### src/rtl/sram_port_pkg.sv
package sram_port_pkg;

  typedef enum logic [2:0] {
    ST_IDLE,
    ST_RD_ACC,
    ST_RD_DONE,
    ST_WR_TURN,
    ST_WR_PULSE,
    ST_WR_HOLD
  } port_state_e;

  // nanoseconds to whole clock cycles, rounded up, never below one
  function automatic int unsigned ns_to_cyc(input int unsigned t_ns, input int unsigned clk_ns);
    int unsigned c;
    c = (t_ns + clk_ns - 1) / clk_ns;
    return (c == 0) ? 1 : c;
  endfunction

  function automatic int unsigned max_u(input int unsigned a, input int unsigned b);
    return (a > b) ? a : b;
  endfunction

endpackage

### src/rtl/sram_wait_timer.sv
module sram_wait_timer #(
  parameter int unsigned MAX_COUNT = 16,
  localparam int unsigned CW = $clog2(MAX_COUNT + 1)
) (
  input  logic          clk,
  input  logic          rst_n,
  input  logic          load,
  input  logic [CW-1:0] load_val,
  output logic          expired
);

  logic [CW-1:0] cnt_q;
  logic [CW-1:0] cnt_d;

  always_comb begin
    cnt_d = cnt_q;
    if (load) begin
      cnt_d = load_val;
    end else if (cnt_q != '0) begin
      cnt_d = cnt_q - 1'b1;
    end
  end

  always_ff @(posedge clk or negedge rst_n) begin
    if (!rst_n) begin
      cnt_q <= '0;
    end else begin
      cnt_q <= cnt_d;
    end
  end

  // last cycle of the loaded window
  assign expired = (cnt_q == CW'(1));

endmodule

### src/rtl/sram_lane_gate.sv
module sram_lane_gate #(
  parameter int unsigned LANES  = 2,
  parameter int unsigned LANE_W = 8,
  localparam int unsigned DW = LANES * LANE_W
) (
  input  logic [LANES-1:0] lane_en,
  input  logic             active,
  input  logic [DW-1:0]    din_raw,
  output logic [LANES-1:0] strobe_n,
  output logic [DW-1:0]    din_masked
);

  for (genvar g = 0; g < LANES; g++) begin : g_lane
    assign strobe_n[g] = ~(active & lane_en[g]);
    assign din_masked[g*LANE_W +: LANE_W] =
      lane_en[g] ? din_raw[g*LANE_W +: LANE_W] : '0;
  end

endmodule

### src/rtl/sram_port_ctl.sv
module sram_port_ctl
  import sram_port_pkg::*;
#(
  parameter int unsigned ADDR_W    = 19,
  parameter int unsigned LANE_W    = 8,
  parameter int unsigned T_CLK_NS  = 5,
  parameter int unsigned T_AA_NS   = 55,
  parameter int unsigned T_ACS_NS  = 55,
  parameter int unsigned T_BA_NS   = 30,
  parameter int unsigned T_OE_NS   = 30,
  parameter int unsigned T_OHZ_NS  = 25,
  parameter int unsigned T_WP_NS   = 42,
  localparam int unsigned LANES    = 2,
  localparam int unsigned DATA_W   = LANES * LANE_W
) (
  input  logic              clk,
  input  logic              rst_n,
  input  logic              req_valid,
  output logic              req_ready,
  input  logic              req_write,
  input  logic [ADDR_W-1:0] req_addr,
  input  logic [DATA_W-1:0] req_wdata,
  input  logic [LANES-1:0]  req_be,
  output logic              rsp_ack,
  output logic [DATA_W-1:0] rsp_rdata,
  output logic [ADDR_W-1:0] mem_addr,
  output logic              mem_ce_n,
  output logic              mem_oe_n,
  output logic              mem_we_n,
  output logic              mem_lb_n,
  output logic              mem_ub_n,
  output logic [DATA_W-1:0] mem_dq_out,
  output logic              mem_dq_oe,
  input  logic [DATA_W-1:0] mem_dq_in
);

  localparam int unsigned RD_CYC   = max_u(max_u(ns_to_cyc(T_AA_NS, T_CLK_NS), ns_to_cyc(T_ACS_NS, T_CLK_NS)),
                                           max_u(ns_to_cyc(T_BA_NS, T_CLK_NS), ns_to_cyc(T_OE_NS, T_CLK_NS)));
  localparam int unsigned TURN_CYC = ns_to_cyc(T_OHZ_NS, T_CLK_NS);
  localparam int unsigned WP_CYC   = ns_to_cyc(T_WP_NS, T_CLK_NS);
  localparam int unsigned MAX_CYC  = max_u(RD_CYC, max_u(TURN_CYC, WP_CYC));
  localparam int unsigned CNT_W    = $clog2(MAX_CYC + 1);

  // reset: asserted asynchronously, released on the clock
  logic [1:0] rst_sync_q;
  logic       rst_int_n;

  always_ff @(posedge clk or negedge rst_n) begin
    if (!rst_n) begin
      rst_sync_q <= 2'b00;
    end else begin
      rst_sync_q <= {rst_sync_q[0], 1'b1};
    end
  end
  assign rst_int_n = rst_sync_q[1];

  // sequencing
  port_state_e      state_q, state_d;
  logic             accept;
  logic             capture;
  logic             tmr_load;
  logic [CNT_W-1:0] tmr_val;
  logic             tmr_expired;

  always_comb begin
    state_d  = state_q;
    accept   = 1'b0;
    capture  = 1'b0;
    tmr_load = 1'b0;
    tmr_val  = '0;
    unique case (state_q)
      ST_IDLE: begin
        if (req_valid) begin
          accept   = 1'b1;
          tmr_load = 1'b1;
          if (req_write) begin
            state_d = ST_WR_TURN;
            tmr_val = CNT_W'(TURN_CYC);
          end else begin
            state_d = ST_RD_ACC;
            tmr_val = CNT_W'(RD_CYC);
          end
        end
      end
      ST_RD_ACC: begin
        if (tmr_expired) begin
          capture = 1'b1;
          state_d = ST_RD_DONE;
        end
      end
      ST_RD_DONE: state_d = ST_IDLE;
      ST_WR_TURN: begin
        if (tmr_expired) begin
          tmr_load = 1'b1;
          tmr_val  = CNT_W'(WP_CYC);
          state_d  = ST_WR_PULSE;
        end
      end
      ST_WR_PULSE: begin
        if (tmr_expired) begin
          state_d = ST_WR_HOLD;
        end
      end
      ST_WR_HOLD: state_d = ST_IDLE;
      default:    state_d = ST_IDLE;
    endcase
  end

  sram_wait_timer #(
    .MAX_COUNT (MAX_CYC)
  ) i_timer (
    .clk      (clk),
    .rst_n    (rst_int_n),
    .load     (tmr_load),
    .load_val (tmr_val),
    .expired  (tmr_expired)
  );

  // command holding registers
  logic [ADDR_W-1:0] addr_q;
  logic [DATA_W-1:0] wdata_q;
  logic [LANES-1:0]  be_q, be_d;

  assign be_d = accept ? req_be : be_q;

  always_ff @(posedge clk or negedge rst_int_n) begin
    if (!rst_int_n) begin
      addr_q  <= '0;
      wdata_q <= '0;
      be_q    <= '0;
    end else if (accept) begin
      addr_q  <= req_addr;
      wdata_q <= req_wdata;
      be_q    <= req_be;
    end
  end

  // lane strobes and read masking
  logic             lanes_active_d;
  logic [LANES-1:0] strobe_n_d;
  logic [LANES-1:0] unused_strobe_cur;
  logic [DATA_W-1:0] din_masked;
  logic [DATA_W-1:0] unused_mask_nxt;

  assign lanes_active_d = (state_d == ST_RD_ACC) || (state_d == ST_WR_PULSE);

  sram_lane_gate #(
    .LANES  (LANES),
    .LANE_W (LANE_W)
  ) i_lane_next (
    .lane_en    (be_d),
    .active     (lanes_active_d),
    .din_raw    (mem_dq_in),
    .strobe_n   (strobe_n_d),
    .din_masked (unused_mask_nxt)
  );

  sram_lane_gate #(
    .LANES  (LANES),
    .LANE_W (LANE_W)
  ) i_lane_read (
    .lane_en    (be_q),
    .active     (1'b1),
    .din_raw    (mem_dq_in),
    .strobe_n   (unused_strobe_cur),
    .din_masked (din_masked)
  );

  // memory-side controls registered from the next state
  logic ce_n_q, oe_n_q, we_n_q, dq_oe_q, ack_q, ready_q;
  logic [LANES-1:0] strobe_n_q;
  logic [DATA_W-1:0] rdata_q;

  always_ff @(posedge clk or negedge rst_int_n) begin
    if (!rst_int_n) begin
      state_q    <= ST_IDLE;
      ce_n_q     <= 1'b1;
      oe_n_q     <= 1'b1;
      we_n_q     <= 1'b1;
      dq_oe_q    <= 1'b0;
      ack_q      <= 1'b0;
      ready_q    <= 1'b1;
      strobe_n_q <= '1;
    end else begin
      state_q    <= state_d;
      ce_n_q     <= (state_d == ST_IDLE) || (state_d == ST_RD_DONE);
      oe_n_q     <= (state_d != ST_RD_ACC);
      we_n_q     <= (state_d != ST_WR_PULSE);
      dq_oe_q    <= (state_d == ST_WR_PULSE) || (state_d == ST_WR_HOLD);
      ack_q      <= (state_d == ST_RD_DONE) || (state_d == ST_WR_HOLD);
      ready_q    <= (state_d == ST_IDLE);
      strobe_n_q <= strobe_n_d;
    end
  end

  always_ff @(posedge clk or negedge rst_int_n) begin
    if (!rst_int_n) begin
      rdata_q <= '0;
    end else if (capture) begin
      rdata_q <= din_masked;
    end
  end

  assign req_ready  = ready_q;
  assign rsp_ack    = ack_q;
  assign rsp_rdata  = rdata_q;
  assign mem_addr   = addr_q;
  assign mem_dq_out = wdata_q;
  assign mem_ce_n   = ce_n_q;
  assign mem_oe_n   = oe_n_q;
  assign mem_we_n   = we_n_q;
  assign mem_dq_oe  = dq_oe_q;
  assign mem_lb_n   = strobe_n_q[0];
  assign mem_ub_n   = strobe_n_q[1];

  // checks

  // cycles for which output enable has been high, saturating
  logic [CNT_W-1:0] hz_cnt_q;
  always_ff @(posedge clk or negedge rst_int_n) begin
    if (!rst_int_n) begin
      hz_cnt_q <= '0;
    end else if (!mem_oe_n) begin
      hz_cnt_q <= '0;
    end else if (hz_cnt_q != CNT_W'(TURN_CYC)) begin
      hz_cnt_q <= hz_cnt_q + 1'b1;
    end
  end

  a_r6_no_oe_with_write: assert property (@(posedge clk) disable iff (!rst_int_n)
    !mem_oe_n |-> (mem_we_n && !mem_dq_oe));

  a_r6_turnaround: assert property (@(posedge clk) disable iff (!rst_int_n)
    $rose(mem_dq_oe) |-> (hz_cnt_q >= CNT_W'(TURN_CYC)));

  a_r4_drive_in_hold: assert property (@(posedge clk) disable iff (!rst_int_n)
    $rose(mem_we_n) |-> mem_dq_oe);

  a_r4_release: assert property (@(posedge clk) disable iff (!rst_int_n)
    $rose(mem_we_n) |=> !mem_dq_oe);

  a_r7_stable_in_pulse: assert property (@(posedge clk) disable iff (!rst_int_n)
    !mem_we_n |-> ($stable(mem_addr) && $stable(mem_dq_out)));

  a_r5_lanes_closed: assert property (@(posedge clk) disable iff (!rst_int_n)
    (!mem_ce_n && mem_oe_n && mem_we_n) |-> (mem_lb_n && mem_ub_n));

  a_r8_busy_after_accept: assert property (@(posedge clk) disable iff (!rst_int_n)
    (req_ready && req_valid) |=> !req_ready);

  a_r9_standby_when_idle: assert property (@(posedge clk) disable iff (!rst_int_n)
    req_ready |-> mem_ce_n);

  a_r10_single_ack: assert property (@(posedge clk) disable iff (!rst_int_n)
    rsp_ack |=> !rsp_ack);

endmodule

### config.mk
export PLATFORM = sky130hd
export DESIGN_NAME = sram_port_ctl
export DESIGN_NICKNAME = d
export VERILOG_FILES = /design/src/rtl/sram_port_pkg.sv /design/src/rtl/sram_wait_timer.sv /design/src/rtl/sram_lane_gate.sv /design/src/rtl/sram_port_ctl.sv
export SDC_FILE = /design/constraint.sdc
export NUM_CORES = 1
export LEC_CHECK = 0
export ABC_AREA = 1
export BUFFER_PORTS_ARGS = -buffer_cell sky130_fd_sc_hd__buf_2
export CAP_MARGIN = 0
export CORE_MARGIN = 4
export CORE_UTILIZATION = 45
export CTS_CLUSTER_DIAMETER = 150
export DETAILED_ROUTE_END_ITERATION = 6
export PLACE_DENSITY = 0.82
export SYNTH_ARGS = -nofsm -noshare
export SYNTH_HDL_FRONTEND = slang
export SYNTH_HIERARCHICAL = 1
export SYNTH_SLANG_ARGS = --single-unit
export TNS_END_PERCENT = 30
### constraint.sdc
create_clock -name clk -period 5.1 [get_ports clk]
set_clock_uncertainty 0.1 [all_clocks]
set_input_delay 1.02 -clock clk [delete_from_list [all_inputs] [get_ports clk]]
set_output_delay 1.02 -clock clk [all_outputs]
set_load 0.05 [all_outputs]
* Yosys cells after proc, flatten, opt, wreduce, memory -nomap -nowiden *
Index checks and enable logic that the tools add are counted.
W data, S select, Z words.

storage, ports and cells
  bits in registers = 70
  bits of input ports = 57
  output and inout port bits = 59
  word-level logic and storage cells = 57

operators by class
  $add $sub $neg = 1
  equality and inequality tests = 10
  multiplexer cells = 20
  bitwise gates (word level) = 4
  reduce and logical (&&, ||, !) cells = 8

operators with widths
  operator               number
  $mux W4                5
  $mux W8                2
  $mux W3                4
  $pmux W3 S4            1
  $eq A3 B3 Y1 const B   3
  $pmux W4 S2            1
  $eq A3 B1 Y1 const B   2
  $eq A3 B2 Y1 const B   2
  $logic_not A3 Y1       2
  $eq A4 B1 Y1 const B   1
  $logic_or A1 B1 Y1     4
  $mux W1                4
  $mux W2                2
  $reduce_bool A4 Y1     1
  $sub A4 B1 Y4 const B  1
  $ne A3 B1 Y1 const B   1
  $ne A3 B3 Y1 const B   1
  $and A1 B1 Y1          2
  $not A1 Y1             2
  $pmux W1 S2            1
  $reduce_bool A2 Y1     1

* Longest topological paths before layout *
Gate-level depths: netlist of the first run.

  word-level depth = 7
  depth in mapped cells = 11

* Cells and area by module *
The synthesis of the first run kept the hierarchy.

by module, submodules not included
  module           times used  cells each  area each (µm²)  sequential area each (µm²)
  sram_port_ctl    1           274         2592.5           1659.1
  sram_lane_gate   2           36          150.1            0.0
  sram_wait_timer  1           37          291.5            100.1

* Worst setup path after synthesis of the first run *
No wires, ideal clock.

  kind = input to register
  start point = input req_valid
  end point = register i_timer.cnt_q[2]
  setup time = 0.122 ns
  data arrival time = 1.820 ns
  data required time = 4.878 ns
  slack = 3.058 ns
  stages on the path = 6
  buffers on the path = 1
  path through = nand3_4 -> buf_2 -> nand2_1 -> inv_2 -> nand3_4 -> a21boi_2

on the way
  cells in the longest elaborated chain, start to end = 3

ends and longest elaborated chain
  element                                        line                   source
  start, declared                                sram_port_ctl.sv:18    input logic req_valid,
  $mux W1 *                                      sram_port_ctl.sv:73    if (req_valid) begin
  $pmux W1 S2 *                                  sram_port_ctl.sv:71    unique case (state_q)
  net tmr_load                                   sram_port_ctl.sv:61    logic tmr_load;
  $mux W4 or $reduce_bool A2 Y1 (tied branches)  -
  end signal, assigned                           sram_wait_timer.sv:28  cnt_q <= cnt_d;
  end, declared                                  sram_wait_timer.sv:12  logic [CW-1:0] cnt_q;

Mark *: on every way through the listed nets, which the timed path passes. The rest lies on a longest branch.
A chain may end at the register's enable or synchronous reset.

* Worst setup path in the final report of the first run *
  start point = input req_valid
  end point = register i_timer.cnt_q[3]

Same word-level chain as after synthesis.

==> results of run 1 <==
-- final cells by class --
cell class | count | area share (%)
clock buffers | 13 | 4.164
clock inverters | 3 | 1.115
inverters | 70 | 6.951
multi-input cells | 195 | 23.84
flip-flops and latches | 70 | 46.13
well taps | 77 | 2.525
repair buffers | 116 | 15.28
-- power breakdown --
part	internal, mW	switching (mW)	total (mW)
Combinational	0.343	1.14	1.49
Sequential	0.809	0.156	0.965
Clock	0.252	0.194	0.447
Total	1.40	1.49	2.90
-- stage by stage --
step                      hold slack (ps)  power [mW]
after CTS                           252.4       2.933
after global routing                260.3       3.096
final                               217.0       2.899
after global placement              234.9       2.438
after floorplan                     231.2       2.176
after detailed placement            239.6       2.476
-- flip-flops by register name, indices dropped and copies added, names as in the netlist --
signal,count
mem_dq_out,16
mem_dq_oe,1
i_timer/cnt_q,4
mem_oe_n,1
rst_sync_q,2
mem_addr,19
rsp_rdata,16
rsp_ack,1
be_q,2
req_ready,1
mem_we_n,1
state_q,3
mem_ce_n,1
strobe_n_q,2
-- metal layers --
layer,share of wire [%],wire length [µm],up-vias
met3,8.0,515,5
met2,48,3065,92
met5,0,0,-
li1,-,-,1249
met1,44,2815,1112
met4,0.82,53,0
-- path summary, 6_finish.rpt --
check | start | endpoint | slack (ps)
min | rst_sync_q[1]$_DFF_PN0_ | mem_addr[8]$_DFFE_PN0N_ | 220
max | req_valid | i_timer/cnt_q[3]$_DFFE_PN0P_ | 2730
max in group asynchronous | rst_sync_q[1]$_DFF_PN0_ | mem_dq_out[9]$_DFFE_PN0N_ | 3740
min reg2reg | rst_sync_q[1]$_DFF_PN0_ | mem_addr[8]$_DFFE_PN0N_ | 220
min in group clk | rst_sync_q[0]$_DFF_PN0_ | rst_sync_q[1]$_DFF_PN0_ | 250
max reg2reg | state_q[0]$_DFF_PN0_ | i_timer/cnt_q[3]$_DFFE_PN0P_ | 2910
-- critical path: cells and delay by family --
family,cells,cell delay [ps]
AND/OR/NAND/NOR,4,1230
AO/OA/AOI/OAI,1,60
buffers and inverters,2,230
-- cell usage in the layout, fill, tap and decap left out, drive strengths merged --
cell,count
clkinv,1
ha,3
nand2,125
o21ai,43
bufinv,1
nand3,7
a21boi,1
conb,1
dfstp,6
inv,70
or2,1
clkinvlp,1
a21oi,2
clkbuf,13
dfrtp,64
nor2,12
buf,116
==> results.py, run 1 <==
metrics = {
    "final_layout": {
        "area_delta_synth_final_pct": 24.85,
        "seq_area_mm2": 0.001760,
        "fin_nets": 522,
        "utilization_pct": 59.09,
        "final_cells": 544,
        "stdcell_area_mm2": 0.003816,
        "num_antenna_cells": 0,
        "fillCellCount": 599,
        "multiInputGateArea_um2": 909.6,
        "layout-drive-gt1-share_pct": 33.19,
    },
    "clock_network": {
        "root_buffer": "clkbuf_8",
        "post_cts_buffers": 0,
        "cts_max_level": 3,
        "ctsResizeCount": 0,
        "clkTransAtPathRegs_ps": 70,
        "clk-insertion-delay-late_ps": 330,
        "cts_tree": "done",
        "cts_buffers": 9,
        "ctsHoldBuffers": 0,
        "cts_buffer_depth": 2,
        "cts.sinks": 70,
    },
    "min_path": {
        "hp-class": "reg -> async",
    },
    "detailed_routing": {
        "vias": 2458,
        "routedWlPerCell_um": 11.85,
        "via_per_inst": 4.518,
        "route.detailed.drc": 0,
        "wl_um": 6449,
        "dr.first_iter.drc_count": 110,
        "antenna_left": 0,
        "drtPass1Iterations": 4,
    },
    "synthesis": {
        "synthesis.nets": 409,
        "syn_area_mm2": 0.003057,
        "yosys_warnings": 6,
        "synth.avg_cell_area_um2": 8.758,
        "synthCells": 349,
    },
    "global_routing": {
        "use_met3_pct": 6.250,
        "grt_pass1_wl_um": 11060,
        "global_route.usage.total_pct": 16.75,
        "antenna_found_initial": 0,
        "grt_most_used_layer": "met2",
        "grt_pass1_vias": 2383,
        "grtUsageMet2_pct": 26.57,
        "met1_usage_pct": 21.22,
        "grt-ovfl-total": 0,
        "grt_start_max_net_pins": 79,
    },
    "worst_setup_path": {
        "path_cells": "buf_2 -> nand3_4 -> nand2_1 -> inv_2 -> nand3_4 -> o21ai_2 -> nor2_2",
        "max_stage_delay_ps": 530,
        "cp-start-kind": "primary input",
        "crit_required_ps": 5270,
        "r2r_cells": 7,
        "cp_slowest_cell": "nand3_4",
        "cp-end-kind": "register",
        "worst_path_most_repeated_cell": "nand3_4",
        "arrival_ps": 2540,
        "worst-setup-path-type": "in -> reg",
        "critical_path.max_fanout": 78,
    },
    "die": {
        "dieHeight_um": 90.42,
        "die_w_um": 90.42,
        "coreArea_mm2": 0.006459,
        "ioPinCount": 116,
        "rows": 29,
        "die_area_mm2": 0.008175,
        "initial_utilization_pct": 47.33,
    },
    "run_status": {
        "status": "finished clean",
    },
    "placement": {
        "post-place-cells": 528,
        "dp_slack_ps": 2365,
        "placed_area_mm2": 0.003615,
        "gp_congestion": 0.7327,
        "dp_hpwl_um": 4815,
        "port_buffers": 115,
    },
    "run": {
        "maxCapViolCount": 0,
    },
    "sta": {
        "rsz0062_at_grt": "no",
        "slew_headroom_pct": 52.31,
        "final-setup-viol-count": 0,
        "clock.fmax_ghz": 0.4213,
        "fin_crit_ps": 2373,
        "worst_slack_ps": 2727,
        "final.setup.tns_ps": 0,
        "tightest_slew_ps": 715.3,
        "drv_slew": 0,
        "finalCritPeriodShare_pct": 46.54,
        "finalHoldViolCount": 0,
    },
    "pwr": {
        "leakage_nw": 2.330,
        "peakVddDrop_v": 0.0004805,
        "p_per_area_mw_per_mm2": 759.7,
    },
}
Note: power is estimated with default switching activity, not from simulation.
==> run 2: changes to the inputs <==
--- a/config.mk
+++ b/config.mk
@@ -5,7 +5,7 @@
 export SDC_FILE = /design/constraint.sdc
 export NUM_CORES = 1
 export LEC_CHECK = 0
-export ABC_AREA = 1
+export ABC_AREA = 0
 export BUFFER_PORTS_ARGS = -buffer_cell sky130_fd_sc_hd__buf_2
 export CAP_MARGIN = 0
 export CORE_MARGIN = 4
==> constraint.sdc (replaced) <==
create_clock -name clk -period 2.4 [get_ports clk]
set_clock_uncertainty 0.1 [all_clocks]
set_input_delay 0.48 -clock clk [delete_from_list [all_inputs] [get_ports clk]]
set_output_delay 0.48 -clock clk [all_outputs]
set_load 0.05 [all_outputs]
==> run 2 against run 1 <==
Net effect:
- via count down 5.7%
- final area up 0.59%
- power up 120%
- die area down 3.1%
- clock power up 130%
- sequential cell count unchanged
- worst setup slack worse by 2500 ps
- final cell count down 11%
- sequential share of layout area down 0.27 points
- hold slack worse by 21 ps
==> results.py, run 2 <==
metrics = {
    "clock_network": {
        "cts_max_level": 3,
        "cts_buffer_depth": 2,
        "clkTransAtPathRegs_ps": 70,
        "ctsHoldBuffers": 1,
        "post_cts_buffers": 0,
        "root_buffer": "clkbuf_8",
        "clk-insertion-delay-late_ps": 340,
        "ctsResizeCount": 0,
        "cts_tree": "done",
        "cts_buffers": 9,
        "cts.sinks": 70,
    },
    "pwr": {
        "p_per_area_mw_per_mm2": 1633,
        "peakVddDrop_v": 0.001079,
        "leakage_nw": 2.114,
    },
    "placement": {
        "port_buffers": 115,
        "dp_slack_ps": 272.7,
        "gp_congestion": 0.7958,
        "dp_hpwl_um": 4527,
    },
    "sta": {
        "tightest_slew_ps": 653.6,
        "final-setup-viol-count": 0,
        "clock.fmax_ghz": 0.4638,
        "finalCritPeriodShare_pct": 89.84,
        "rsz0062_at_grt": "no",
        "fin_crit_ps": 2156,
        "final.setup.tns_ps": 0,
        "finalHoldViolCount": 0,
        "slew_headroom_pct": 56.43,
        "worst_slack_ps": 243.8,
        "drv_slew": 0,
    },
    "final_layout": {
        "final_common_cell": "nand2_1",
        "layout-drive-gt1-share_pct": 39.85,
        "num_antenna_cells": 0,
        "final_cell_mix": "nand2_1 (119), buf_2 (115), dfrtp_1 (63)",
        "largest_reg_flops": 19,
        "area_delta_synth_final_pct": 30.00,
        "fin_nets": 464,
    },
    "die": {
        "rows": 29,
        "die_w_um": 89.01,
        "die_area_mm2": 0.007922,
        "ioPinCount": 116,
        "initial_utilization_pct": 46.50,
        "dieHeight_um": 89.01,
        "coreArea_mm2": 0.006350,
    },
    "worst_setup_path": {
        "cp-end-kind": "register",
        "cp_slowest_cell": "dfrtp_1",
        "crit_family": "compound AO/OA/AOI/OAI gates",
        "crit_buf_inv": 1,
        "arrival_ps": 2280,
        "critical_path.max_fanout": 5,
        "worst-setup-path-type": "reg -> reg",
        "crit_required_ps": 2520,
        "max_stage_delay_ps": 380,
        "cp-start-kind": "register",
        "path_cells": "inv_1 -> ha_1 -> nor3b_1 -> nand3_1 -> a21oi_1 -> nor3_1 -> a221o_1",
    },
    "synthesis": {
        "yosys_warnings": 6,
        "synthCells": 285,
        "synth.avg_cell_area_um2": 10.36,
        "syn_area_mm2": 0.002953,
        "synthesis.nets": 345,
    },
    "detailed_routing": {
        "route.met2.wl_um": 3144,
        "routedWlPerCell_um": 13.08,
        "drtPass1Iterations": 4,
        "antenna_left": 0,
        "drt-met1-wl_um": 2602,
        "wl_met3_um": 555,
        "vias": 2318,
        "via_per_inst": 4.770,
        "wl_um": 6355,
        "route.detailed.drc": 0,
        "routed.top_layer": "met4",
        "dr.first_iter.drc_count": 66,
    },
    "global_routing": {
        "global_route.usage.total_pct": 16.28,
        "grt_start_max_net_pins": 42,
        "grt_pass1_vias": 2232,
        "grt_pass1_wl_um": 9984,
        "antenna_found_initial": 0,
        "grt-ovfl-total": 0,
    },
    "run_status": {
        "status": "finished clean",
    },
    "run": {
        "maxCapViolCount": 0,
    },
    "min_path": {
        "hp-class": "reg -> async",
    },
}
## run 2: routing by layer
layer  vias up  global-route usage (%)
met5         -                       0
met4         0                   6.089
met3         6                   4.793
met2        74                   26.72
met1      1093                   20.47
li1       1145                       -
## run 2: layout make-up
cell class	instances	area, µm²
flip-flops and latches	70	1760
clock inverters	6	86.33
well taps	77	96.34
multi-input cells	199	1092
clock buffers	10	127.6
inverters	2	7.507
fillers	555	2511
repair buffers	122	668.1
## run 2: worst paths after layout
| path | startpoint | endpoint | cells after the start | slack (ps) |
|---|---|---|---|---|
| setup / recovery | i_timer/cnt_q[1]$_DFFE_PN0P_ | i_timer/cnt_q[3]$_DFFE_PN0P_ | 7 | 240 |
| max in group asynchronous | rst_sync_q[1]$_DFF_PN0_ | strobe_n_q[1]$_DFF_PN1_ | 1 | 1310 |
| hold / removal | rst_sync_q[1]$_DFF_PN0_ | mem_dq_oe$_DFF_PN0_ | 0 | 200 |
| setup reg to reg | i_timer/cnt_q[1]$_DFFE_PN0P_ | i_timer/cnt_q[3]$_DFFE_PN0P_ | 7 | 240 |
| hold reg to reg | rst_sync_q[1]$_DFF_PN0_ | mem_dq_oe$_DFF_PN0_ | 0 | 200 |
| min in group clk | req_addr[0] | mem_addr[0]$_DFFE_PN0N_ | 3 | 230 |
## run 2: report_power, final
part	internal [mW]	total [mW]	switching, mW
Combinational	0.880	3.22	2.34
Clock	0.584	1.02	0.439
Sequential	1.71	2.02	0.316
Total	3.17	6.27	3.10
## run 2: worst register-to-register path: stages (launching register included)
cell	delay, ps
dfrtp_1	380
inv_1	120
ha_1	180
nor3b_1	310
nand3_1	150
a21oi_1	370
nor3_1	110
a221o_1	320
## run 2: metrics by stage
| step | cells | hold WS [ps] | area [µm²] | util [%] | power [mW] |
|---|---|---|---|---|---|
| floorplan | 285 | 84.41 | 2953 | - | 4.550 |
| global placement | 469 | 165.4 | 3615 | 56.93 | 5.207 |
| detailed placement | 469 | 165.5 | 3615 | 56.93 | 5.301 |
| CTS | 486 | 208.3 | 3839 | 60.45 | 6.348 |
| global route | 486 | 212.4 | 3839 | 60.45 | 6.657 |
| finish | 486 | 196.0 | 3839 | 60.45 | 6.267 |
==> run 3: changes to the inputs <==
--- a/config.mk
+++ b/config.mk
@@ -12,7 +12,7 @@
 export CORE_UTILIZATION = 45
 export CTS_CLUSTER_DIAMETER = 150
 export DETAILED_ROUTE_END_ITERATION = 6
-export PLACE_DENSITY = 0.82
+export PLACE_DENSITY_LB_ADDON = 0.25
 export SYNTH_ARGS = -nofsm -noshare
 export SYNTH_HDL_FRONTEND = slang
 export SYNTH_HIERARCHICAL = 1
==> constraint.sdc (replaced) <==
create_clock -name clk -period 2.4 [get_ports clk]
set_clock_uncertainty 0.1 [all_clocks]
set_input_delay 0.48 -clock clk [delete_from_list [all_inputs] [get_ports clk]]
set_output_delay 0.48 -clock clk [all_outputs]
set_load 0.01 [all_outputs]
==> run 3 against run 2 <==
Net effect:
- sequential power about the same
- worst setup slack worse by 16 ps
- global-route usage up 0.29 points
- fmax down 0.72%
- non-clock buffer count up 2
- sequential cell count unchanged
- critical path depth unchanged
- final area up 0.39%
==> results.py, run 3 (synthesis results as in run 2) <==
metrics = {
    "final_layout": {
        "utilization_pct": 60.69,
        "layout-drive-gt1-share_pct": 40.15,
        "final_cell_mix": "nand2_1 (119), buf_2 (115), dfrtp_1 (63)",
        "final_cells": 488,
        "area_delta_synth_final_pct": 30.51,
        "num_antenna_cells": 0,
        "stdcell_area_mm2": 0.003854,
        "fillCellCount": 567,
        "fin_nets": 466,
        "largest_reg_flops": 19,
        "final_common_cell": "nand2_1",
    },
    "sta": {
        "fin_crit_ps": 2172,
        "fin_hold_ws_ps": 118.8,
        "rsz0062_at_grt": "no",
        "worst_slack_ps": 228.3,
        "finalHoldViolCount": 0,
        "drv_slew": 0,
        "clock.fmax_ghz": 0.4605,
        "final-setup-viol-count": 0,
        "final.setup.tns_ps": 0,
        "finalCritPeriodShare_pct": 90.49,
    },
    "clock_network": {
        "clk-insertion-delay-late_ps": 330,
        "cts_buffers": 9,
        "cts.sinks": 70,
        "cts_buffer_depth": 2,
        "root_buffer": "clkbuf_8",
        "clkTransAtPathRegs_ps": 70,
        "cts_tree": "done",
        "cts_max_level": 3,
        "post_cts_buffers": 0,
    },
    "global_routing": {
        "grt_start_max_net_pins": 39,
        "antenna_found_initial": 0,
        "grt_pass1_wl_um": 10140,
        "grt_pass1_vias": 2305,
        "grt-ovfl-total": 0,
        "global_route.usage.total_pct": 16.57,
    },
    "worst_setup_path": {
        "arrival_ps": 2280,
        "cp-start-kind": "register",
        "crit_required_ps": 2510,
        "critical_path.max_fanout": 5,
        "cp-end-kind": "register",
        "worst-setup-path-type": "reg -> reg",
    },
    "detailed_routing": {
        "dr.first_iter.drc_count": 77,
        "route.detailed.drc": 0,
        "wl_um": 6303,
        "via_per_inst": 4.781,
        "drtPass1Iterations": 4,
        "routedWlPerCell_um": 12.92,
        "vias": 2333,
        "antenna_left": 0,
    },
    "die": {
        "rows": 29,
        "coreArea_mm2": 0.006350,
        "initial_utilization_pct": 46.50,
        "ioPinCount": 116,
        "dieHeight_um": 89.01,
        "die_w_um": 89.01,
        "die_area_mm2": 0.007922,
    },
    "placement": {
        "dp_slack_ps": 229.1,
        "dp_hpwl_um": 4609,
        "placed_area_mm2": 0.003630,
        "gp_congestion": 0.7385,
        "post-place-cells": 471,
        "port_buffers": 115,
    },
    "pwr": {
        "comb_power_share_pct": 38.4,
        "power.share.clock_pct": 20.5,
        "intPower_mw": 3.172,
        "p_switching_mw": 1.774,
        "p_per_area_mw_per_mm2": 1284,
        "finalPower_mw": 4.946,
        "peakVddDrop_v": 0.0007173,
        "switching_share_pct": 35.87,
        "p_seq_share_pct": 41.1,
        "leakage_nw": 2.123,
    },
    "min_path": {
        "hp-class": "reg -> async",
    },
    "run": {
        "maxCapViolCount": 0,
    },
    "run_status": {
        "status": "finished clean",
    },
}
## run 3: cell types whose count changed in the layout (fill, tap and decap cells not counted)
cell   delta
buf_4     +2
## run 3: worst max-delay path, cell delays in order (launching register included)
cell and delay [ps]:
dfrtp_1 380, inv_1 130, ha_1 170, nor3b_1 320
nand3_1 150, a21oi_1 360, nor3_1 120, a221o_1 340
## run 3: power by group through the flow
stage          clock network [mW]  logic (mW)  registers (mW)
2_1_floorplan                   0        1.04            2.21
3_3_place_gp                    0        1.87            2.04
3_5_place_dp                    0        1.93            2.05
4_1_cts                      1.04        1.94            2.04
5_1_grt                      1.08        2.15            2.11
6_report                     1.01        1.90            2.03
## run 3: cell type report
class	instances	area, µm²	share of cell area, %
Sequential cell	70	1760	45.68
Multi-Input combinational cell	199	1092	28.34
Clock inverter	6	86.33	2.240
Inverter	2	7.507	0.1948
Clock buffer	10	127.6	3.312
Tap cell	77	96.34	2.500
Timing Repair Buffer	124	683.2	17.73
## run 3: repair_timing
item | CTS | global route
hold buffers | 1 | 0
endpoints found under the hold margin | 2 | 0
resized for setup | 0 | 0
## run 3: layer usage
layer  global-route usage [%]  wire length, µm  vias up
met2                    28.41             3228       77
met3                    3.410              447       12
met5                        0                0        -
li1                         -                -     1149
met4                    7.984              112        0
met1                    19.92             2514     1095
## run 3: path summary, 6_finish.rpt
kind | start | to | slack, ps | depth (start not counted)
setup / recovery | i_timer/cnt_q[1]$_DFFE_PN0P_ | i_timer/cnt_q[3]$_DFFE_PN0P_ | 230 | 7
hold / removal | rst_sync_q[1]$_DFF_PN0_ | state_q[1]$_DFF_PN0_ | 120 | 0
setup reg to reg | i_timer/cnt_q[1]$_DFFE_PN0P_ | i_timer/cnt_q[3]$_DFFE_PN0P_ | 230 | 7
hold reg to reg | rst_sync_q[1]$_DFF_PN0_ | state_q[1]$_DFF_PN0_ | 120 | 0
max in group asynchronous | rst_sync_q[1]$_DFF_PN0_ | mem_dq_out[5]$_DFFE_PN0N_ | 1470 | 1
min in group clk | req_addr[10] | mem_addr[10]$_DFFE_PN0N_ | 230 | 3
